### config.mk
export PLATFORM = sky130hd
export DESIGN_NAME = adc_lane_reader
export DESIGN_NICKNAME = d
export VERILOG_FILES = /design/src/rtl/adc_rd_pkg.sv /design/src/rtl/sclk_gen.sv /design/src/rtl/lane_capture.sv /design/src/rtl/readout_seq.sv /design/src/rtl/res_out.sv /design/src/rtl/adc_lane_reader.sv
export SDC_FILE = /design/constraint.sdc
export NUM_CORES = 1
export LEC_CHECK = 0
export BUFFER_PORTS_ARGS = -buffer_cell sky130_fd_sc_hd__buf_4
export CAP_MARGIN = 20
export CELL_PAD_IN_SITES_DETAIL_PLACEMENT = 1
export CELL_PAD_IN_SITES_GLOBAL_PLACEMENT = 1
export CORE_MARGIN = 1
export CORE_UTILIZATION = 37
export CTS_CLUSTER_SIZE = 12
export DETAILED_ROUTE_END_ITERATION = 16
export HOLD_SLACK_MARGIN = 0.12
export MAX_ROUTING_LAYER = met4
export PLACE_DENSITY = 0.65
export SLEW_MARGIN = 20
export SYNTH_ARGS = -nofsm -noshare
export SYNTH_HDL_FRONTEND = slang
export SYNTH_SLANG_ARGS = --single-unit
export TNS_END_PERCENT = 10
### constraint.sdc
create_clock -name clk -period 1.9 [get_ports clk]
set_input_delay 0.095 -clock clk [delete_from_list [all_inputs] [get_ports clk]]
set_output_delay 0.095 -clock clk [all_outputs]
set_load 0.05 [all_outputs]
### src/rtl/adc_rd_pkg.sv
package adc_rd_pkg;
  typedef enum logic [3:0] {
    ST_RST, ST_IDLE, ST_CNV, ST_WBH, ST_WBL,
    ST_SETTLE, ST_XFER, ST_DONE, ST_DRAIN
  } seq_state_t;
endpackage

### src/rtl/sclk_gen.sv
module sclk_gen #(
  parameter int DIV = 2
) (
  input  logic clk,
  input  logic rst_n,
  input  logic en,
  output logic sclk,
  output logic fall_stb,
  output logic rise_stb
);
  localparam int CNT_W = (DIV > 1) ? $clog2(DIV) : 1;

  logic [CNT_W-1:0] cnt;
  logic             wrap;

  assign wrap     = en && (cnt == CNT_W'(DIV - 1));
  assign fall_stb = wrap && sclk;
  assign rise_stb = wrap && !sclk;

  always_ff @(posedge clk or negedge rst_n) begin
    if (!rst_n) begin
      cnt  <= '0;
      sclk <= 1'b1;
    end else if (!en) begin
      cnt  <= '0;
      sclk <= 1'b1;
    end else if (wrap) begin
      cnt  <= '0;
      sclk <= !sclk;
    end else begin
      cnt  <= cnt + 1'b1;
    end
  end
endmodule

### src/rtl/lane_capture.sv
module lane_capture #(
  parameter int W     = 18,
  parameter int WORDS = 4
) (
  input  logic                        clk,
  input  logic                        rst_n,
  input  logic                        smp,
  input  logic                        din,
  input  logic                        word_end,
  input  logic [$clog2(WORDS)-1:0]    widx,
  output logic [WORDS-1:0][W-1:0]     words
);
  logic [W-1:0] sh;

  always_ff @(posedge clk or negedge rst_n) begin
    if (!rst_n) begin
      sh    <= '0;
      words <= '0;
    end else if (smp) begin
      sh <= {sh[W-2:0], din};
      if (word_end) words[widx] <= {sh[W-2:0], din};
    end
  end
endmodule

### src/rtl/readout_seq.sv
module readout_seq
  import adc_rd_pkg::*;
#(
  parameter int W          = 18,
  parameter int WORDS      = 4,
  parameter int RST_CYC    = 25,
  parameter int CNV_CYC    = 2,
  parameter int SETTLE_CYC = 3
) (
  input  logic                     clk,
  input  logic                     rst_n,
  input  logic                     go,
  input  logic                     busy_i,
  input  logic                     first_i,
  input  logic                     fall_stb,
  input  logic                     rise_stb,
  input  logic                     out_busy,
  output logic                     rst_adc,
  output logic                     cnvst,
  output logic                     cs_n,
  output logic                     xfer_en,
  output logic                     smp,
  output logic                     word_end,
  output logic [$clog2(WORDS)-1:0] widx,
  output logic                     load,
  output logic                     align_err
);
  localparam int MAX_A = (RST_CYC > CNV_CYC) ? RST_CYC : CNV_CYC;
  localparam int MAX_C = (MAX_A > SETTLE_CYC) ? MAX_A : SETTLE_CYC;
  localparam int TMR_W = $clog2(MAX_C + 1);
  localparam int BC_W  = $clog2(W);
  localparam int WC_W  = $clog2(WORDS + 1);
  localparam int WI_W  = $clog2(WORDS);

  seq_state_t        state;
  logic [TMR_W-1:0]  tmr;
  logic [BC_W-1:0]   bcnt;
  logic [WC_W-1:0]   wcnt;
  logic              bad;

  assign rst_adc  = (state == ST_RST);
  assign cnvst    = (state == ST_CNV);
  assign xfer_en  = (state == ST_XFER);
  assign cs_n     = !xfer_en;
  assign smp      = xfer_en && fall_stb && (wcnt < WC_W'(WORDS));
  assign word_end = smp && (bcnt == BC_W'(W - 1));
  assign widx     = wcnt[WI_W-1:0];
  assign load     = (state == ST_DONE) && !bad;

  always_ff @(posedge clk or negedge rst_n) begin
    if (!rst_n) begin
      state     <= ST_RST;
      tmr       <= '0;
      bcnt      <= '0;
      wcnt      <= '0;
      bad       <= 1'b0;
      align_err <= 1'b0;
    end else begin
      case (state)
        ST_RST: begin
          if (tmr == TMR_W'(RST_CYC - 1)) begin
            state <= ST_IDLE;
            tmr   <= '0;
          end else tmr <= tmr + 1'b1;
        end
        ST_IDLE: begin
          if (go && !busy_i) begin
            state <= ST_CNV;
            tmr   <= '0;
          end
        end
        ST_CNV: begin
          if (tmr == TMR_W'(CNV_CYC - 1)) begin
            state <= ST_WBH;
            tmr   <= '0;
          end else tmr <= tmr + 1'b1;
        end
        ST_WBH: if (busy_i) state <= ST_WBL;
        ST_WBL: begin
          if (!busy_i) begin
            state <= ST_SETTLE;
            tmr   <= '0;
          end
        end
        ST_SETTLE: begin
          if (tmr == TMR_W'(SETTLE_CYC - 1)) begin
            state <= ST_XFER;
            tmr   <= '0;
            bcnt  <= '0;
            wcnt  <= '0;
            bad   <= 1'b0;
          end else tmr <= tmr + 1'b1;
        end
        ST_XFER: begin
          if (smp) begin
            if (bcnt == '0 && wcnt == WC_W'(0) && !first_i) bad <= 1'b1;
            if (bcnt == '0 && wcnt == WC_W'(1) && first_i)  bad <= 1'b1;
            if (bcnt == BC_W'(W - 1)) begin
              bcnt <= '0;
              wcnt <= wcnt + 1'b1;
            end else bcnt <= bcnt + 1'b1;
          end
          if (rise_stb && wcnt == WC_W'(WORDS)) state <= ST_DONE;
        end
        ST_DONE: begin
          align_err <= align_err | bad;
          state     <= bad ? ST_IDLE : ST_DRAIN;
        end
        ST_DRAIN: if (!out_busy) state <= ST_IDLE;
        default: state <= ST_RST;
      endcase
    end
  end
endmodule

### src/rtl/res_out.sv
module res_out #(
  parameter int W = 18,
  parameter int N = 8
) (
  input  logic                 clk,
  input  logic                 rst_n,
  input  logic                 load,
  input  logic [N-1:0][W-1:0]  words,
  input  logic                 ready,
  output logic                 valid,
  output logic [W-1:0]         data,
  output logic [$clog2(N)-1:0] chan
);
  localparam int CH_W = $clog2(N);

  assign data = words[chan];

  always_ff @(posedge clk or negedge rst_n) begin
    if (!rst_n) begin
      valid <= 1'b0;
      chan  <= '0;
    end else if (load) begin
      valid <= 1'b1;
      chan  <= '0;
    end else if (valid && ready) begin
      if (chan == CH_W'(N - 1)) begin
        valid <= 1'b0;
        chan  <= '0;
      end else chan <= chan + 1'b1;
    end
  end
endmodule

### src/rtl/adc_lane_reader.sv
module adc_lane_reader #(
  parameter int DATA_W     = 18,
  parameter int LANE_WORDS = 4,
  parameter int N_LANES    = 2,
  parameter int SCLK_DIV   = 2,
  parameter int SETTLE_CYC = 3,
  parameter int RST_CYC    = 25,
  parameter int CNV_CYC    = 2,
  localparam int N_CH      = N_LANES * LANE_WORDS,
  localparam int CH_W      = $clog2(N_CH)
) (
  input  logic              clk,
  input  logic              rst_n,
  input  logic              go_i,
  input  logic              busy_i,
  input  logic              first_i,
  input  logic [N_LANES-1:0] lane_i,
  output logic              rst_adc_o,
  output logic              cnvst_o,
  output logic              cs_n_o,
  output logic              sclk_o,
  output logic              res_valid_o,
  input  logic              res_ready_i,
  output logic [DATA_W-1:0] res_data_o,
  output logic [CH_W-1:0]   res_chan_o,
  output logic              align_err_o
);
  localparam int WI_W = $clog2(LANE_WORDS);

  logic            xfer_en, fall_stb, rise_stb, smp, word_end, load;
  logic [WI_W-1:0] widx;
  logic [N_LANES-1:0][LANE_WORDS-1:0][DATA_W-1:0] lane_words;
  logic [N_CH-1:0][DATA_W-1:0] all_words;

  assign all_words = lane_words;

  readout_seq #(
    .W(DATA_W), .WORDS(LANE_WORDS), .RST_CYC(RST_CYC),
    .CNV_CYC(CNV_CYC), .SETTLE_CYC(SETTLE_CYC)
  ) u_seq (
    .clk(clk), .rst_n(rst_n), .go(go_i), .busy_i(busy_i), .first_i(first_i),
    .fall_stb(fall_stb), .rise_stb(rise_stb), .out_busy(res_valid_o),
    .rst_adc(rst_adc_o), .cnvst(cnvst_o), .cs_n(cs_n_o), .xfer_en(xfer_en),
    .smp(smp), .word_end(word_end), .widx(widx), .load(load),
    .align_err(align_err_o)
  );

  sclk_gen #(.DIV(SCLK_DIV)) u_sclk (
    .clk(clk), .rst_n(rst_n), .en(xfer_en),
    .sclk(sclk_o), .fall_stb(fall_stb), .rise_stb(rise_stb)
  );

  for (genvar l = 0; l < N_LANES; l++) begin : g_lane
    lane_capture #(.W(DATA_W), .WORDS(LANE_WORDS)) u_cap (
      .clk(clk), .rst_n(rst_n), .smp(smp), .din(lane_i[l]),
      .word_end(word_end), .widx(widx), .words(lane_words[l])
    );
  end

  res_out #(.W(DATA_W), .N(N_CH)) u_out (
    .clk(clk), .rst_n(rst_n), .load(load), .words(all_words),
    .ready(res_ready_i), .valid(res_valid_o), .data(res_data_o),
    .chan(res_chan_o)
  );
endmodule

* Word-level counts from Yosys, hierarchy flattened
Cells that the tools add are included.
** Word-level totals
- Bits of input ports :: 8
- Flip-flop bits (word level) :: 203
- Word-level logic and storage cells :: 136
- Output and inout bits :: 27
** Cells by class
- Order comparisons :: 4
- Bitwise logic cells :: 1
- Eq/ne operators :: 27
- Add/subtract/negate cells :: 5
- Multiplexer cells :: 45
- Reduce and logical (&&, ||, !) cells :: 34
** Operators with widths (number)
- 72-bit bitwise mux :: 2
- 18-bit binary-select mux with 3-bit select :: 1
- 5-bit two-way mux :: 8
- 18-bit demux with 2-bit select :: 1
- 18-bit two-way mux :: 2
- 4-bit two-way mux :: 9
- 4-bit one-hot mux with 9 select lines :: 1
- 5-bit one-hot mux with 5 select lines :: 1
- 3-bit two-way mux :: 6
- 4-bit by 3-bit == test with 1-bit output, second input constant :: 4
- 1-bit logical AND :: 15
- 2-bit != test, second input constant :: 7
- 1-bit two-way mux :: 11
- 5-bit by 1-bit adder with 5-bit output, second input constant :: 2
- 5-bit == test, second input constant :: 2
- 5-bit one-hot mux with 2 select lines :: 1
- 4-bit by 2-bit == test with 1-bit output, second input constant :: 2
- 2-bit by 1-bit != test with 1-bit output, second input constant :: 4
- 4-bit AND reduction :: 2
- 8-bit AND reduction :: 1
- 3-bit by 1-bit adder with 3-bit output, second input constant :: 2
- 3-bit == test, second input constant :: 2
- 3-bit one-hot mux with 2 select lines :: 1
- 3-bit AND reduction :: 2
- 20 further kinds :: 27

* Longest topological paths before layout
Gate-level depths: netlist of the first run.
- Depth after elaboration :: 7
- Gate-level depth with buffers :: 8
- Depth with buffers taken out :: 7

* By module
Synthesis of the first run repeated with hierarchy kept, for this count alone.
** Second synthesis, totals
- Cell total of the unflattened synthesis :: 604
- Area, all modules :: 9744.3 sq um
** Modules (own cells, without submodules)
- lane_capture :: area each 3504.6 sq um, cells each 189, times used 2
- res_out :: area each 1342.5 sq um, cells each 81, times used 1
- readout_seq :: area each 1305.0 sq um, cells each 137, times used 1
- sclk_gen :: area each 87.6 sq um, cells each 8, times used 1

* Worst setup path after synthesis of the first run
OpenSTA, ideal clock, no wires.
- Kind :: reg2reg
- Start :: register u_seq.state[3]
- End :: register u_seq.state[0]
- Data arrival time :: 2.889 ns
- Cell stages (with the launch flop) :: 6
- Buffers on the path :: 1
- Library setup time :: 0.079 ns
- Required time :: 1.821 ns
- Slack :: -1.068 ns
- Cell sequence :: dfrtp_1 -> clkbuf_1 -> nor4_1 -> a22oi_1 -> nand3_2 -> mux2i_1
** On the way
- Elaborated cells between the ends (all ways) :: 22
- Those cells by class :: eq/ne (16); mux (1); reduce/logical (5)
** RTL lines
- start: declaration :: RTL line readout_seq.sv:35 : seq_state_t state;
- start signal: assignment :: RTL line readout_seq.sv:107 : state <= bad ? ST_IDLE : ST_DRAIN;
- 4-bit logical NOT (*)
- named net rst_adc_o :: RTL line adc_lane_reader.sv:18 : output logic rst_adc_o,
- 2-bit by 1-bit != test with 1-bit output (no line)
- 8-bit AND reduction (no line)
Mark *: on every way through the listed nets, which the timed path passes. The rest lies on a longest branch.
A chain may end at the register's enable or synchronous reset.

* Worst setup path after layout of the first run
- Start :: register u_out.chan[0]
- End :: output res_data_o[10]
** On the way
- Longest elaborated chain between the ends :: 2
** Ends and longest elaborated chain
- start: declaration :: RTL line res_out.sv:12 : output logic [$clog2(N)-1:0] chan
- start signal: assignment :: RTL line res_out.sv:29 : end else chan <= chan + 1'b1;
- 18-bit binary-select mux with 3-bit select :: RTL line res_out.sv:16 : assign data = words[chan];
- 18-bit two-way mux (implied by the code) :: RTL line res_out.sv:16
- end: declaration :: RTL line adc_lane_reader.sv:24 : output logic [DATA_W-1:0] res_data_o,
Every way passes these cells. The select of a mux whose other input is x is not followed.

==> flow_summary.ini, run 1 <==
[global_route]
antenna_found_initial = 0
overflow = 0
globalRouteTotalUtil_pct = 18.1
grt_pass1_wl_mm = 35.9
grt_pass1_vias = 6361
grt_max_degree = 63

[sta]
period_share_pct = 118
finalWorstSetupSlack_ps = -343
worst_pin_slew_ps = 653
final-setup-viol-count = 27
fmax_mhz = 446
slew_headroom_pct = 56.1
maxSlewViolCount = 0
period_minus_slack_ps = 2240
rsz0062_at_grt = yes
fin_worst_skew_ps = 16.4
hold_viol = 0
timing.hold.ws_ps = 174

[cts]
path_clk_slew_ps = 60
root_buffer = clkbuf_16
cts_sinks = 203
numCtsBuffers = 23
clk_path_buf_depth = 3
htreeDepth = 1
worst_skew_pair.late_latency_ps = 510
tritoncts = yes

[layout]
n_fill_cell = 2429
final_layout_size_suffix_gt1_share_pct = 44.3
design_area_mm2 = 0.0114
nets = 709
diodes = 0
area_growth_pct = 22.2
utilization_pct = 46.4

[pwr]
irDropWorstVdd_uv = 881
power.leakage_nw = 5.57
cellPowerDensity_mw_per_mm2 = 1090

[synthesis]
syn_avg_cell_area_um2 = 15.3
synth_compound_area_share_pct = 3.04
async_flop_share_pct = 100
seq_area_frac_synth_pct = 54.5
synth-xor-area-share_pct = 0.0940
yosys.area_share.simple_pct = 5.02
synth.distinct_cells = 51
synth_edf_count = 0
synth-seq-cells = 203
synth_top_family_by_area = multiplexers
synth.mux.area_fraction_pct = 32.8
synth_ff_type = dfrtp_1
synthAdderAreaFrac_pct = 1.75
synth_area_mm2 = 0.00932
synth_warnings = 0
syn_inst = 610
syn-num-nets = 631

[place]
dpl_cell_area_mm2 = 0.0103
port_buffers = 34
pre_cts_slack_ps = -185
hpwl_mm = 14.1
gp_congestion = 0.844

[floorplanning]
coreArea_mm2 = 0.0245
die_h_um = 161
dieArea_mm2 = 0.0258
rows = 57
pin_count = 35
initial_core_util_pct = 38.0
fp.dieW_um = 161

[detailed_routing]
num_vias = 5470
avgViaCountPerCell = 5.33
drt_iter0_drc = 177
wire_per_inst_um = 21.2
ant_nets = 0
drc = 0
wirelength_mm = 21.8
dr.pass1.iters = 4

[worst_setup_path]
end_kind = primary output
r2r_cells = 7
crit_type = reg -> out
worstPathMaxFanout = 13
critPathRequiredTime_ps = 1800
critPathLaunchType = register
crit_arrival_ps = 2150

[hold_path]
min_path_type = in -> reg
min_path_cells = 5

[run_status]
status = finished, violations left
violations = negative setup slack

[run]
cap_violations = 0
## report_power, final
part / internal, mW / total, mW / switching, mW
logic: 1.55 / 3.53 / 1.98
clock network: 2.41 / 4.13 / 1.72
registers: 4.54 / 4.77 / 0.238
total: 8.50 / 12.4 / 3.94
## worst max-delay path, cell delays in order (launching register included)
cell and delay, ps:
dfrtp_2 440, buf_12 200, mux4_2 540, mux2_4 290
buf_6 150
## cell type report
cell class                      instances  area [µm²]  share of cell area [%]
Clock inverter                          5        28.8                   0.253
Sequential cell                       203        5080                    44.7
Clock buffer                           34         667                    5.86
Tap cell                              324         405                    3.56
Inverter                               10        37.5                   0.330
Timing Repair Buffer                   85         965                    8.48
Multi-Input combinational cell        365        4190                    36.9
## repair_timing
| item | 4_1_cts | 5_1_grt |
|---|---|---|
| buffers inserted | 1 | 0 |
| setup endpoints to repair | 140 | 149 |
| hold endpoints to repair | 216 | 0 |
| gates resized for setup | 40 | 35 |
| hold buffers | 6 | 0 |
| pin swaps | 3 | 4 |
## flip-flops by register name, summed over array words and instances, names as in the netlist
register / flops
u_sclk.sclk: 1
u_out.valid: 1
u_out.chan: 3
u_seq.align_err: 1
u_seq.bcnt: 5
u_sclk.cnt: 1
u_seq.tmr: 5
g_lane.u_cap.words: 144
g_lane.u_cap.sh: 34
u_seq.wcnt: 3
u_seq.bad: 1
u_seq.state: 4
## final timing paths
| path | startpoint | to | slack [ps] |
|---|---|---|---|
| worst max-delay path | u_out.chan[0]$_DFFE_PN0P_ | res_data_o[10] | -340 |
| worst min-delay path | first_i | u_seq.bad$_DFFE_PN0P_ | 170 |
| worst max register to register | u_seq.tmr[0]$_DFFE_PN0P_ | u_seq.state[1]$_DFFE_PN0P_ | -110 |
| worst min register to register | u_seq.align_err$_DFFE_PN0N_ | u_seq.align_err$_DFFE_PN0N_ | 470 |
| max in group asynchronous | rst_n | g_lane[1].u_cap.sh[7]$_DFFE_PN0P_ | 420 |
| min in group asynchronous | rst_n | g_lane[0].u_cap.words[25]$_DFFE_PN0P_ | 640 |
## cell families after synthesis
| kind of cell | after synthesis |
|---|---|
| muxes | 236 |
| DFF | 203 |
| and+or+nand+nor | 70 |
| AOI/OAI and AO/OA | 45 |
| buffers and inverters | 42 |
| adders and majority gates | 13 |
| xor gates and xnor gates | 1 |
## stage by stage
step | power, mW | setup TNS [ps] | instances
6_report | 12.4 | -6070 | 1026
2_1_floorplan | 6.99 | -1270 | 610
3_3_place_gp | 8.14 | -573 | 980
4_1_cts | 12.6 | -6770 | 1026
5_1_grt | 13.0 | -8920 | 1026
3_5_place_dp | 8.24 | -5890 | 980
## metal layers
layer | wire (µm) | track usage [%]
met1 | 9770 | 23.1
met2 | 10800 | 30.0
met3 | 839 | 3.36
met4 | 391 | 4.11
met5 | 0 | -
## synthesized netlist by cell type, drive strengths merged (3+ instances only)
library cell | count | area (µm²)
or4b | 3 | 30.0
dfrtp | 202 | 5050
nor2b | 3 | 18.8
mux4 | 36 | 811
a21o | 4 | 30.0
o22ai | 3 | 18.8
nor3 | 6 | 30.0
clkbuf | 8 | 30.0
buf | 24 | 188
ha | 13 | 163
nand2b | 3 | 33.8
inv | 10 | 37.5
o21ai | 15 | 75.1
a21oi | 12 | 67.6
nor2 | 13 | 63.8
nand3 | 15 | 123
and2 | 5 | 31.3
mux2 | 196 | 2210
o31ai | 4 | 30.0
mux2i | 4 | 40.0
nand2 | 12 | 47.6
## cell usage in the layout (no fill, tap or decap), drive strengths merged, types with 2 or more instances in the layout
cell / instances
a21o: 4
a21oi: 12
a41o: 2
and2: 5
buf: 78
clkbuf: 35
clkinv: 4
dfrtp: 202
dlygate4sd3: 5
ha: 13
inv: 11
mux2: 196
mux2i: 4
mux4: 36
nand2: 12
nand2b: 3
nand3: 15
nand3b: 2
nor2: 13
nor2b: 3
nor3: 6
nor4b: 2
o21ai: 15
o22ai: 3
o31ai: 4
or4b: 3
No activity file was read; power rests on OpenSTA's default activity.
==> inputs of run 2 (changes only) <==
REMOVE_ABC_BUFFERS = 1   (was default)
SETUP_SLACK_MARGIN = 0.5   (was default)
==> run 2 against run 1 <==
Against the previous run: the flow still finishes with violations (negative setup slack); clock power increased by 5%; sequential cell count unchanged; sequential share of layout area shrank 3.2 points; hold slack lost 50 ps; highest routed layer unchanged; critical path type unchanged; core utilization grew 3.5 points; clock skew grew 3.9 ps; cell count grew 1.1%.
==> flow_summary.ini, run 2 (synthesis results as in run 1) <==
[run_status]
status = finished, violations left
violations = negative setup slack

[worst_setup_path]
crit_type = reg -> out
path_buf_inv = 3
crit_arrival_ps = 2200
crit_top_cell = buf_6
worstPathMaxFanout = 8
end_kind = primary output
slowest_delay_ps = 500
r2r_slack_ps = -80
critPathLaunchType = register
critPathRequiredTime_ps = 1800
critical_path.top_delay_family = multiplexers
path_cells = buf_6, clkbuf_16, mux4_2, mux2_4, buf_6
slowest_stage = mux4_2

[sta]
period_share_pct = 121
rsz0062_at_grt = yes
period_minus_slack_ps = 2300
fmax_mhz = 435
fin_worst_skew_ps = 20.3
timing.hold.ws_ps = 124
finalWorstSetupSlack_ps = -400
maxSlewViolCount = 0
hold_viol = 0
final-setup-viol-count = 27
slew_headroom_pct = 63.6
finalSetupTns_ps = -7050
worst_pin_slew_ps = 546

[global_route]
antenna_found_initial = 0
grt_pass1_vias = 6457
globalRouteTotalUtil_pct = 18.4
grt_max_degree = 62
overflow = 0
grt_pass1_wl_mm = 36.4

[floorplanning]
die_h_um = 161
dieArea_mm2 = 0.0258
initial_core_util_pct = 38.0
coreArea_mm2 = 0.0245
rows = 57
pin_count = 35
fp.dieW_um = 161

[place]
port_buffers = 34
gp_congestion = 0.774
hpwl_mm = 12.9
pre_cts_slack_ps = -125
dpl.cell_count = 974
dpl_cell_area_mm2 = 0.0102

[pwr]
total_power_mw = 13.2
irDropWorstVdd_uv = 960
cellPowerDensity_mw_per_mm2 = 1080
power.leakage_nw = 6.07

[detailed_routing]
met3WireLength_um = 631
wirelength_mm = 23.3
ant_nets = 0
avgViaCountPerCell = 5.38
wirelength_met1_mm = 10.2
dr.pass1.iters = 4
drc = 0
drt_iter0_drc = 216
top_layer = met4
wl_met2_mm = 12.0
num_vias = 5575
wire_per_inst_um = 22.5

[layout]
utilization_pct = 49.9
final_layout_size_suffix_gt1_share_pct = 55.7
nets = 719
layout_common_cells = dfrtp_1 (199), mux2_4 (176), mux4_2 (36), buf_4 (36), clkbuf_16 (27)
layoutNonFillerInstCount = 1037
layout_commonest_cell = dfrtp_1
diodes = 0
max_flop_register = g_lane.u_cap.words
area_growth_pct = 31.5
design_area_mm2 = 0.0123
largest_reg_flops = 144
n_fill_cell = 2362
reg_top3 = g_lane.u_cap.words: 144 flops, g_lane.u_cap.sh: 34 flops

[cts]
worst_skew_pair.late_latency_ps = 510
tritoncts = yes
clk_path_buf_depth = 3
path_clk_slew_ps = 60
cts_sinks = 203
root_buffer = clkbuf_16
numCtsBuffers = 23
htreeDepth = 1

[hold_path]
min_path_type = in -> reg

[run]
cap_violations = 0
[run 2: cell types whose count changed in the layout (fill, tap and decap cells not counted), sizes merged]
cell	delta
dlygate4sd3	-1
clkinv	+3
dlymetal6s4s	-1
buf	+8
bufinv	+2
[run 2: final timing paths]
path | from | to | depth (start not counted)
worst min register to register | u_seq.align_err$_DFFE_PN0N_ | u_seq.align_err$_DFFE_PN0N_ | 1
min in group asynchronous | rst_n | g_lane[0].u_cap.words[8]$_DFFE_PN0P_ | 2
worst min-delay path | first_i | u_seq.bad$_DFFE_PN0P_ | 5
max in group asynchronous | rst_n | u_out.chan[1]$_DFFE_PN0P_ | 3
worst max register to register | u_seq.tmr[0]$_DFFE_PN0P_ | u_seq.state[1]$_DFFE_PN0P_ | 7
worst max-delay path | u_out.chan[0]$_DFFE_PN0P_ | res_data_o[7] | 5
[run 2: timing repair]
action                                  CTS  global route
endpoints found under the hold margin   217             0
pin swaps                                10            18
gates resized for setup                 148           120
hold buffers                              4             0
buffers inserted                          0            15
cloned                                    0             4
endpoints found under the setup margin  224           223
[run 2: routing by layer]
layer | GRT usage, % | up-vias
li1 | - | 2435
met1 | 23.8 | 3021
met2 | 30.7 | 88
met3 | 2.56 | 31
met4 | 3.90 | 0
met5 | - | -
[run 2: worst min-delay path, delay by kind of cell]
kind | cells | cell delay (ps)
AO/OA/AOI/OAI | 2 | 180
buffers and inverters | 1 | 90
multiplexers | 1 | 80
AND/OR/NAND/NOR | 1 | 130
[run 2: layout make-up]
cell class	count	area (µm²)	share of cell area [%]
clock buffer	30	622	5.08
timing repair buffer	95	1180	9.66
clock inverter	10	104	0.848
multi-input combinational	365	4810	39.3
sequential	203	5080	41.5
tap	324	405	3.31
inverter	10	37.5	0.306
[run 2: power by group]
part	switching, mW	leakage (nW)	internal [mW]
sequential	0.241	2.79	4.54
clock	1.76	0.364	2.57
combinational	2.21	2.92	1.93
total	4.21	6.07	9.04
==> inputs of run 3 (changes only) <==
PLACE_DENSITY = 0.64   (was 0.65)
SYNTH_HIERARCHICAL = 1   (was default)
==> run 3 against run 2 <==
Against the previous run: the run still ends with negative setup slack left; die area rose by 4.5%; register-to-register slack got worse by 390 ps; hold slack improved by 19 ps; global-route usage rose by 1.9 points.
==> flow_summary.ini, run 3 <==
[run_status]
status = finished, violations left
violations = negative setup slack

[detailed_routing]
drt_iter0_drc = 371
dr.pass1.iters = 4
drc = 0
avgViaCountPerCell = 5.31
ant_nets = 0
wirelength_mm = 25.4
num_vias = 5692
wire_per_inst_um = 23.7

[place]
dpl_cell_area_mm2 = 0.0108
gp_congestion = 0.805
dpl.cell_count = 997
port_buffers = 34
hpwl_mm = 14.8

[sta]
period_minus_slack_ps = 2370
period_share_pct = 125
worst_pin_slew_ps = 573
finalWorstSetupSlack_ps = -471
rsz0062_at_grt = yes
maxSlewViolCount = 0
timing.hold.ws_ps = 143
slew_headroom_pct = 61.8
fin_worst_skew_ps = 7.98
final-setup-viol-count = 207
hold_viol = 0
fmax_mhz = 422

[synthesis]
synth_edf_count = 0
synth.top_cells.by_count = dfrtp_1 (202), mux2_2 (136), mux2_4 (61), mux4_2 (24), inv_1 (13)
synth_warnings = 6
synth_ff_type = dfrtp_1
synth_top_area_share_pct = 51.9
async_flop_share_pct = 100
synth.most_common_cell = dfrtp_1
synth_area_mm2 = 0.00974
ys_top_cells_by_area = dfrtp_1 (52%), mux2_2 (16%), mux2_4 (9.4%), mux4_2 (5.5%), mux4_1 (3.2%)
syn_avg_cell_area_um2 = 16.1
seq_area_frac_synth_pct = 52.1
synth.distinct_cells = 62
synth_area_leader_cell = dfrtp_1
syn_inst = 604
synth-seq-cells = 203

[floorplanning]
pin_count = 35
dieArea_mm2 = 0.0270
initial_core_util_pct = 37.6
rows = 59
coreArea_mm2 = 0.0259
fp.dieW_um = 164
die_h_um = 164

[worst_setup_path]
crit_type = reg -> reg
crit_arrival_ps = 2760
worstPathMaxFanout = 4
critPathRequiredTime_ps = 2290
critPathLaunchType = register
end_kind = register

[layout]
regArea_mm2 = 0.00508
nets = 742
multi_input_area_mm2 = 0.00454
max_flop_register = g_lane.u_cap/words
final_layout_size_suffix_gt1_share_pct = 55.7
layout_common_cells = dfrtp_1 (200), mux2_4 (114), mux2_2 (83)
largest_reg_flops = 144
diodes = 0
layout_commonest_cell = dfrtp_1
layoutNonFillerInstCount = 1071
area_growth_pct = 28.2
n_fill_cell = 2461
utilization_pct = 48.2
design_area_mm2 = 0.0125
reg_top3 = g_lane.u_cap/words: 144 flops, g_lane.u_cap/sh: 34 flops

[pwr]
p_sw_mw = 3.67
netSwitchingFraction_pct = 29.5
total_power_mw = 12.4
power.clock.fraction_pct = 35.3
cellPowerDensity_mw_per_mm2 = 993
irDropWorstVdd_uv = 703
pwr-share-comb_pct = 28.0
pwr-share-seq_pct = 36.8
power.leakage_nw = 6.18
internal_power_mw = 8.74

[cts]
tritoncts = yes
numCtsBuffers = 24
path_clk_slew_ps = 60
cts_sinks = 203
clk_path_buf_depth = 3
htreeDepth = 1
root_buffer = clkbuf_16
worst_skew_pair.late_latency_ps = 510

[global_route]
grt_pass1_vias = 6526
overflow = 0
antenna_found_initial = 0
grt_max_degree = 63
grt_pass1_wl_mm = 40.2
globalRouteTotalUtil_pct = 20.2

[hold_path]
min_path_type = in -> async

[run]
cap_violations = 0
==> run 3: cell types whose count changed after synthesis, moves of 5 or more <==
cell,previous run,this run
nor3_1,6,1
mux2_2,106,136
mux2_4,0,61
clkbuf_1,8,3
mux4_1,0,12
mux4_2,36,24
o21ai_0,14,5
mux2_1,90,0
==> run 3: timing repair <==
| action | in CTS | in global routing |
|---|---|---|
| resized for setup | 117 | 32 |
| setup endpoints to repair | 222 | 225 |
| pin swaps | 12 | 10 |
| cloned | 8 | 1 |
| endpoints found under the hold margin | 217 | 0 |
| setup buffers | 17 | 4 |
| hold buffers | 4 | 0 |
==> run 3: area by class of cell <==
cell class	instances	share of cell area, %
Clock inverter	5	0.401
Tap cell	335	3.35
Timing Repair Buffer	123	13.4
Multi-Input combinational cell	357	36.3
Inverter	13	0.391
Sequential cell	203	40.7
Clock buffer	35	5.47
==> run 3: cells by family after synthesis <==
| kind of cell | after synthesis | synth area share (%) |
|---|---|---|
| muxes | 235 | 34.1 |
| DFF | 203 | 52.1 |
| and+or+nand+nor | 68 | 5.51 |
| buffers and inverters | 44 | 3.51 |
| AOI/OAI and AO/OA | 38 | 2.84 |
| adders and majority gates | 12 | 1.54 |
| xor gates and xnor gates | 4 | 0.360 |
==> run 3: power groups by stage <==
stage	sequential, mW	combinational, mW	clock, mW
global placement	4.64	2.70	0
floorplan	5.10	1.23	0
global route	4.57	3.71	4.66
detailed placement	4.65	2.79	0
finish	4.56	3.47	4.38
CTS	4.56	3.37	4.46
==> run 3: final timing paths <==
kind / slack [ps] / cells past startpoint / to / startpoint
hold reg to reg: 470 / 1 / u_seq/align_err$_DFFE_PN0N_ / u_seq/align_err$_DFFE_PN0N_
min in group clk: 270 / 4 / u_seq/bad$_DFFE_PN0P_ / first_i
hold / removal: 140 / 2 / u_seq/tmr[3]$_DFFE_PN0P_ / rst_n
setup reg to reg: -470 / 9 / g_lane[0].u_cap/words[11]$_DFFE_PN0P_ / u_seq/state[3]$_DFFE_PN0P_
setup / recovery: -470 / 9 / g_lane[0].u_cap/words[11]$_DFFE_PN0P_ / u_seq/state[3]$_DFFE_PN0P_
max in group asynchronous: 1070 / 3 / g_lane[0].u_cap/words[65]$_DFFE_PN0P_ / rst_n
==> run 3: through the flow <==
stage / setup TNS [ps] / setup WS [ps]
3_5_place_dp: -64520 / -437
5_1_grt: -87300 / -584
3_3_place_gp: -54560 / -365
6_report: -71730 / -471
2_1_floorplan: -554110 / -3410
4_1_cts: -66920 / -465
==> run 3: worst max-delay path, cell delays in order, from the launching register on <==
cell and delay [ps]:
dfrtp_1 370, nand4bb_1 220, inv_1 100, and3_2 170, nor3b_4 200, and4_4 280
and4bb_4 330, buf_12 140, clkbuf_16 140, mux2_4 300
==> run 3: routing by layer <==
layer	vias up	routed length, µm	share of wire (%)	track usage, %
met5	-	0	0	-
met1	3106	11600	46	27.4
li1	2490	-	-	-
met2	68	12800	50	33.0
met3	28	573	2.3	2.22
met4	0	371	1.5	3.70
